## src/rtl/ssa_pkg.sv

```systemverilog
package ssa_pkg;
  typedef enum logic {BANK_A = 1'b0, BANK_B = 1'b1} bank_e;

  function automatic bank_e other_bank(bank_e b);
    return (b == BANK_A) ? BANK_B : BANK_A;
  endfunction
endpackage

```

## src/rtl/ssa_load_ctrl.sv

```systemverilog
module ssa_load_ctrl
  import ssa_pkg::*;
#(
  parameter int ROWS = 4,
  localparam int RW = (ROWS > 1) ? $clog2(ROWS) : 1
) (
  input  logic          clk,
  input  logic          rst,
  input  logic          ld_valid,
  output logic [RW-1:0] row_q,
  output bank_e         bank_q,
  output logic [ROWS-1:0] row_we
);
  always_ff @(posedge clk) begin
    if (rst) begin
      row_q  <= '0;
      bank_q <= BANK_A;
    end else if (ld_valid) begin
      if (row_q == RW'(ROWS - 1)) begin
        row_q  <= '0;
        bank_q <= other_bank(bank_q);
      end else begin
        row_q <= row_q + 1'b1;
      end
    end
  end

  always_comb begin
    row_we = '0;
    for (int r = 0; r < ROWS; r++)
      if (ld_valid && row_q == RW'(r)) row_we[r] = 1'b1;
  end
endmodule

```

## src/rtl/ssa_pe.sv

```systemverilog
module ssa_pe #(
  parameter int DW   = 8,
  parameter int IDXW = 4,
  parameter int AW   = 20
) (
  input  logic            clk,
  input  logic            rst,
  input  logic            we,
  input  logic            wbank,
  input  logic [DW-1:0]   w_in,
  input  logic [IDXW-1:0] tag_in,
  input  logic            xv_i,
  input  logic [IDXW-1:0] xi_i,
  input  logic [DW-1:0]   xd_i,
  input  logic            xe_i,
  input  logic [AW-1:0]   ps_i,
  output logic            xv_o,
  output logic [IDXW-1:0] xi_o,
  output logic [DW-1:0]   xd_o,
  output logic            xe_o,
  output logic [AW-1:0]   ps_o,
  output logic            fire_o
);
  logic [DW-1:0]   w_mem   [2];
  logic [IDXW-1:0] tag_mem [2];
  logic            sel_q;
  logic [DW-1:0]   held_q;
  logic [DW-1:0]   w_cur;
  logic [IDXW-1:0] tag_cur;
  logic            hit;

  always_ff @(posedge clk) begin
    if (we) begin
      w_mem[wbank]   <= w_in;
      tag_mem[wbank] <= tag_in;
    end
  end

  assign w_cur   = w_mem[sel_q];
  assign tag_cur = tag_mem[sel_q];
  assign hit     = xv_i && !xe_i && (xi_i == tag_cur) && (w_cur != '0);

  always_ff @(posedge clk) begin
    if (rst) begin
      sel_q  <= 1'b0;
      held_q <= '0;
      xv_o   <= 1'b0;
      xe_o   <= 1'b0;
      xi_o   <= '0;
      xd_o   <= '0;
      ps_o   <= '0;
      fire_o <= 1'b0;
    end else begin
      xv_o   <= xv_i;
      xe_o   <= xe_i;
      xi_o   <= xi_i;
      xd_o   <= xd_i;
      fire_o <= xe_i;
      if (xe_i) begin
        if (w_cur == '0) ps_o <= ps_i;
        else             ps_o <= ps_i + (AW'(w_cur) * AW'(held_q));
        held_q <= '0;
        sel_q  <= ~sel_q;
      end else if (hit) begin
        held_q <= xd_i;
      end
    end
  end
endmodule

```

## src/rtl/ssa_drain.sv

```systemverilog
module ssa_drain #(
  parameter int ROWS = 4,
  parameter int AW   = 20
) (
  input  logic              clk,
  input  logic              rst,
  input  logic [ROWS-1:0]   fire_col,
  input  logic [ROWS*AW-1:0] ps_col,
  output logic              res_valid,
  output logic [ROWS*AW-1:0] res_data
);
  always_ff @(posedge clk) begin
    if (rst) res_valid <= 1'b0;
    else     res_valid <= fire_col[ROWS-1];
  end

  for (genvar r = 0; r < ROWS; r++) begin : g_cap
    always_ff @(posedge clk) begin
      if (rst)              res_data[r*AW +: AW] <= '0;
      else if (fire_col[r]) res_data[r*AW +: AW] <= ps_col[r*AW +: AW];
    end
  end
endmodule

```

## src/rtl/ssa_array.sv

```systemverilog
module ssa_array
  import ssa_pkg::*;
#(
  parameter int ROWS = 4,
  parameter int COLS = 4,
  parameter int DW   = 8,
  parameter int IDXW = 4,
  parameter int AW   = 20,
  localparam int RW = (ROWS > 1) ? $clog2(ROWS) : 1
) (
  input  logic                 clk,
  input  logic                 rst,
  input  logic                 ld_valid,
  input  logic [COLS*DW-1:0]   ld_w,
  input  logic [COLS*IDXW-1:0] ld_idx,
  input  logic [COLS-1:0]      vin_valid,
  input  logic [COLS*IDXW-1:0] vin_idx,
  input  logic [COLS*DW-1:0]   vin_val,
  input  logic [COLS-1:0]      vin_end,
  output logic                 res_valid,
  output logic [ROWS*AW-1:0]   res_data
);
  logic [RW-1:0]   ld_row;
  bank_e           wr_bank;
  logic            wr_bank_bit;
  logic [ROWS-1:0] row_we;

  logic            xv [ROWS+1][COLS];
  logic            xe [ROWS+1][COLS];
  logic [IDXW-1:0] xi [ROWS+1][COLS];
  logic [DW-1:0]   xd [ROWS+1][COLS];
  logic [AW-1:0]   ps [ROWS][COLS+1];
  logic            fire [ROWS][COLS];
  logic [ROWS*COLS-1:0] fire_flat;
  logic [ROWS-1:0]      fire_col;
  logic [ROWS*AW-1:0]   ps_col;

  ssa_load_ctrl #(.ROWS(ROWS)) u_ctrl (
    .clk(clk), .rst(rst), .ld_valid(ld_valid),
    .row_q(ld_row), .bank_q(wr_bank), .row_we(row_we)
  );
  assign wr_bank_bit = (wr_bank == BANK_B);

  for (genvar c = 0; c < COLS; c++) begin : g_top
    assign xv[0][c] = vin_valid[c];
    assign xe[0][c] = vin_end[c];
    assign xi[0][c] = vin_idx[c*IDXW +: IDXW];
    assign xd[0][c] = vin_val[c*DW +: DW];
  end

  for (genvar r = 0; r < ROWS; r++) begin : g_row
    assign ps[r][0] = '0;
    for (genvar c = 0; c < COLS; c++) begin : g_col
      ssa_pe #(.DW(DW), .IDXW(IDXW), .AW(AW)) u_pe (
        .clk(clk), .rst(rst),
        .we(row_we[r]), .wbank(wr_bank_bit),
        .w_in(ld_w[c*DW +: DW]), .tag_in(ld_idx[c*IDXW +: IDXW]),
        .xv_i(xv[r][c]), .xi_i(xi[r][c]), .xd_i(xd[r][c]), .xe_i(xe[r][c]),
        .ps_i(ps[r][c]),
        .xv_o(xv[r+1][c]), .xi_o(xi[r+1][c]), .xd_o(xd[r+1][c]), .xe_o(xe[r+1][c]),
        .ps_o(ps[r][c+1]), .fire_o(fire[r][c])
      );
      assign fire_flat[r*COLS+c] = fire[r][c];
    end
    assign fire_col[r]           = fire[r][COLS-1];
    assign ps_col[r*AW +: AW]    = ps[r][COLS];
  end

  ssa_drain #(.ROWS(ROWS), .AW(AW)) u_drain (
    .clk(clk), .rst(rst), .fire_col(fire_col), .ps_col(ps_col),
    .res_valid(res_valid), .res_data(res_data)
  );
endmodule

```

## config.mk

```make
export PLATFORM = sky130hd
export DESIGN_NAME = ssa_array
export DESIGN_NICKNAME = d
export VERILOG_FILES = /design/src/rtl/ssa_pkg.sv /design/src/rtl/ssa_load_ctrl.sv /design/src/rtl/ssa_pe.sv /design/src/rtl/ssa_drain.sv /design/src/rtl/ssa_array.sv
export SDC_FILE = /design/constraint.sdc
export NUM_CORES = 2
export LEC_CHECK = 0
export BUFFER_PORTS_ARGS = -buffer_cell sky130_fd_sc_hd__clkbuf_2
export CAP_MARGIN = 20
export CELL_PAD_IN_SITES_DETAIL_PLACEMENT = 2
export CELL_PAD_IN_SITES_GLOBAL_PLACEMENT = 2
export CORE_MARGIN = 2
export CORE_UTILIZATION = 46
export DETAILED_ROUTE_END_ITERATION = 8
export MAX_ROUTING_LAYER = met4
export PLACE_DENSITY = 0.91
export SLEW_MARGIN = 20
export SYNTH_ARGS = -nofsm -noshare
export SYNTH_HDL_FRONTEND = slang
export SYNTH_HIERARCHICAL = 1
export SYNTH_SLANG_ARGS = --single-unit
```

## constraint.sdc

```tcl
create_clock -name clk -period 11.75 [get_ports clk]
set_clock_uncertainty 0.05 [all_clocks]
set_input_delay 1.7625 -clock clk [delete_from_list [all_inputs] [get_ports clk]]
set_output_delay 1.7625 -clock clk [all_outputs]
set_load 0.05 [all_outputs]
```

==> impl_metrics.ini, run 1 <==
[clock_tree]
postCtsResizedCells = 0
cts_hold_buf = 0
numCtsBuffers = 134
cts-root-buf = clkbuf_16
cts_max_path_buffers = 3
cts_setup_buffers = 0
h-tree-depth = 4

[grt]
grt_max_degree = 123
grt_util_all_layers = 0.814
grt_overflow = 282
antenna_found_initial = 77

[floorplanning]
io_pins = 188
initial_core_util = 0.464
num_rows = 159
die_w_um = 440
dieHeight_um = 440

[synthesis]
syn_inst = 9100
netlist_area_um2 = 87300
yosysWarnings = 6
syn_avg_cell_area_um2 = 9.60

[place]
dp_hpwl_um = 271000
gp_congestion = 0.888
io_buffers = 187

[outcome]
status = did not finish
error_line = [ERROR GRT-0232] Routing congestion too high. Check the congestion heatmap in the GUI.
stop_stage = global routing (5_1_grt)
==> routing by layer <==
layer,GRT usage,overflow
met5,-,-
met4,0.789,119
met1,0.793,11
met3,0.706,8
met2,0.933,144
==> per-stage QoR <==
stage / utilization / instance area (um2) / hold slack [ns] / cells / setup slack, ns
floorplan: - / 87900 / 0.375 / 9258 / 6.49
global placement: 0.480 / 90300 / 0.395 / 11700 / 5.89
detailed placement: 0.480 / 90300 / 0.417 / 11700 / 5.34
CTS: 0.504 / 94800 / 0.431 / 11900 / 4.70
==> inputs of run 2 (changes only) <==
Settings changed: CELL_PAD_IN_SITES_DETAIL_PLACEMENT 2 to unset, CELL_PAD_IN_SITES_GLOBAL_PLACEMENT 2 to unset, CORE_UTILIZATION 46 to 40, MAX_ROUTING_LAYER met4 to unset, PLACE_DENSITY 0.91 to unset, PLACE_DENSITY_LB_ADDON set to 0.15.
==> run 2 against run 1 <==
Net effect: the run now ends clean; synthesized area unchanged; synthesized cell count stayed put.
==> impl_metrics.ini, run 2 <==
[drt]
wirelength_um = 227000
wl_per_cell_um = 18.5
drc_errors = 0
ant_nets = 0
first_pass_iters = 6
drt_iter0_drc = 3361
via_per_inst = 5.04
num_vias = 62000

[sta]
max_clock_freq_ghz = 0.168
final_max_slew_viol_count = 0
period_needed_ns = 5.94
final-hold-violation-count = 0
fin_tns_setup_ns = 0
max_slew.worst_pin.slew_ns = 1.08
relSlewSlack = 0.282
grt_setup_unrepaired = false
finalSetupViolCount = 0
fin_crit_sh = 0.505
whs_ns = 0.405

[grt]
first_global_vias = 62900
grt_max_degree = 115
grt_overflow = 0
antenna_found_initial = 31
grt_first_pass_wirelength_um = 363000
grt_util_all_layers = 0.206

[synthesis]
netlist_area_um2 = 87300
syn_avg_cell_area_um2 = 9.60
yosysWarnings = 6
syn_inst = 9100

[cells_and_area]
fin_area_um2 = 95700
layout.cells.most_common = inv_1
drive_gt1_frac = 0.0748
nets = 10900
layout_common_cells = 1616 x inv_1, 804 x nand2_1, 800 x fa_1
regMostFlops = g_row.g_col.u_pe/ps_o
reg_top3 = g_row.g_col.u_pe/ps_o (320), g_row.g_col.u_pe/w_mem (256)
area_delta_synth_final_pct = 9.60
largest_reg_flops = 320

[clock_tree]
tritoncts = built
clkLatencyLatePin_ns = 0.81
postCtsResizedCells = 0
clkTransAtPathRegs_ns = 0.06
cts-root-buf = clkbuf_16
cts_setup_buffers = 0
cts_hold_buf = 0
clock_sinks = 1117
numCtsBuffers = 137
cts_max_path_buffers = 3
h-tree-depth = 4

[place]
io_buffers = 187
dp_hpwl_um = 182000
gp_congestion = 0.880
placed_area_um2 = 90800

[worst_setup_path]
cp_max_fo = 14
cp.arrival_ns = 6.57
cp-end-kind = flip-flop
required_ns = 12.38
reg2reg_depth = 16
r2r-end = g_row[0].g_col[3].u_pe/ps_o[16]
r2r_setup_slack_ns = 5.81
crit_path_start_kind = flip-flop
path_class = reg -> reg

[floorplanning]
core_area_um2 = 217000
dieHeight_um = 471
io_pins = 188
initial_core_util = 0.402
die_area_um2 = 222000
num_rows = 171
die_w_um = 471

[hold_path]
holdPathStages = 2
whs_endpoint = g_row[2].g_col[3].u_pe/ps_o[19]
hp-start = g_row[2].g_col[3].u_pe/ps_o[19]
min-delay-path-class = reg -> reg

[power_and_ir_drop]
pwr-share-seq = 0.450
clkPwrFrac = 0.465
swShare = 0.260
p_leak_nw = 43.1
comb_power_share = 0.084
irDropWorstVdd_v = 0.000110
p_int_mw = 6.96
power_per_cell_area_nw_per_um2 = 98.3
p_switching_mw = 2.44

[outcome]
status = finished clean

[run]
maxCapViolCount = 0
## run 2: critical path, cell delays in order (launching register included)
cell	delay [ns]
dfxtp_1	0.89
mux2i_1	0.62
nand2b_1	0.22
fa_1	0.43
fa_1	0.55
inv_1	0.06
fa_1	0.52
inv_1	0.06
fa_1	0.55
inv_1	0.05
ha_1	0.37
a21oi_1	0.21
o21ai_0	0.18
a32oi_1	0.35
a211oi_1	0.14
or3_1	0.32
a31o_2	0.24
## run 2: layout make-up
| type | count | area [um2] |
|---|---|---|
| multi-input combinational | 6206 | 53700 |
| sequential | 1117 | 26200 |
| tap | 2854 | 3570 |
| clock inverter | 75 | 962 |
| fill | 21000 | 121000 |
| timing repair buffer | 232 | 1340 |
| antenna | 12 | 30.0 |
| clock buffer | 179 | 3790 |
| inverter | 1624 | 6100 |
## run 2: through the flow
step | utilization | power (mW) | setup slack, ns | std cells
3_5_place_dp | 0.418 | 5.12 | 5.87 | 12000
2_1_floorplan | - | 4.83 | 6.49 | 9258
6_report | 0.441 | 9.41 | 5.81 | 12300
3_3_place_gp | 0.418 | 5.10 | 5.98 | 12000
5_1_grt | 0.441 | 9.79 | 5.42 | 12300
4_1_cts | 0.440 | 9.53 | 5.84 | 12300
## run 2: worst max-delay path by stage
stage                     depth (start not counted)      start  slack, ns                               to
after global routing                             16  flip-flop       5.42  g_row[0].g_col[0].u_pe/ps_o[11]
after floorplan                                  18  flip-flop       6.49  g_row[1].g_col[0].u_pe/ps_o[17]
after global placement                           16  flip-flop       5.98  g_row[0].g_col[3].u_pe/ps_o[16]
final                                            16  flip-flop       5.81  g_row[0].g_col[3].u_pe/ps_o[16]
after detailed placement                         16  flip-flop       5.87  g_row[0].g_col[3].u_pe/ps_o[16]
after CTS                                        16  flip-flop       5.84  g_row[0].g_col[3].u_pe/ps_o[16]
## run 2: power groups by stage
stage	Sequential, mW	Clock, mW	Combinational (mW)
3_3_place_gp	4.32	0	0.781
4_1_cts	4.24	4.49	0.799
3_5_place_dp	4.32	0	0.795
6_report	4.24	4.38	0.793
5_1_grt	4.25	4.65	0.900
2_1_floorplan	4.24	0	0.589
## run 2: per-layer routing
| layer | vias up | share of wire | GRT usage |
|---|---|---|---|
| met4 | 6 | 0.021 | 0.0495 |
| met2 | 1048 | 0.48 | 0.348 |
| met3 | 255 | 0.034 | 0.0235 |
| li1 | 30000 | - | - |
| met1 | 30700 | 0.47 | 0.282 |
| met5 | - | 0.00014 | 0 |
Note: power is estimated with default switching activity, not from simulation.
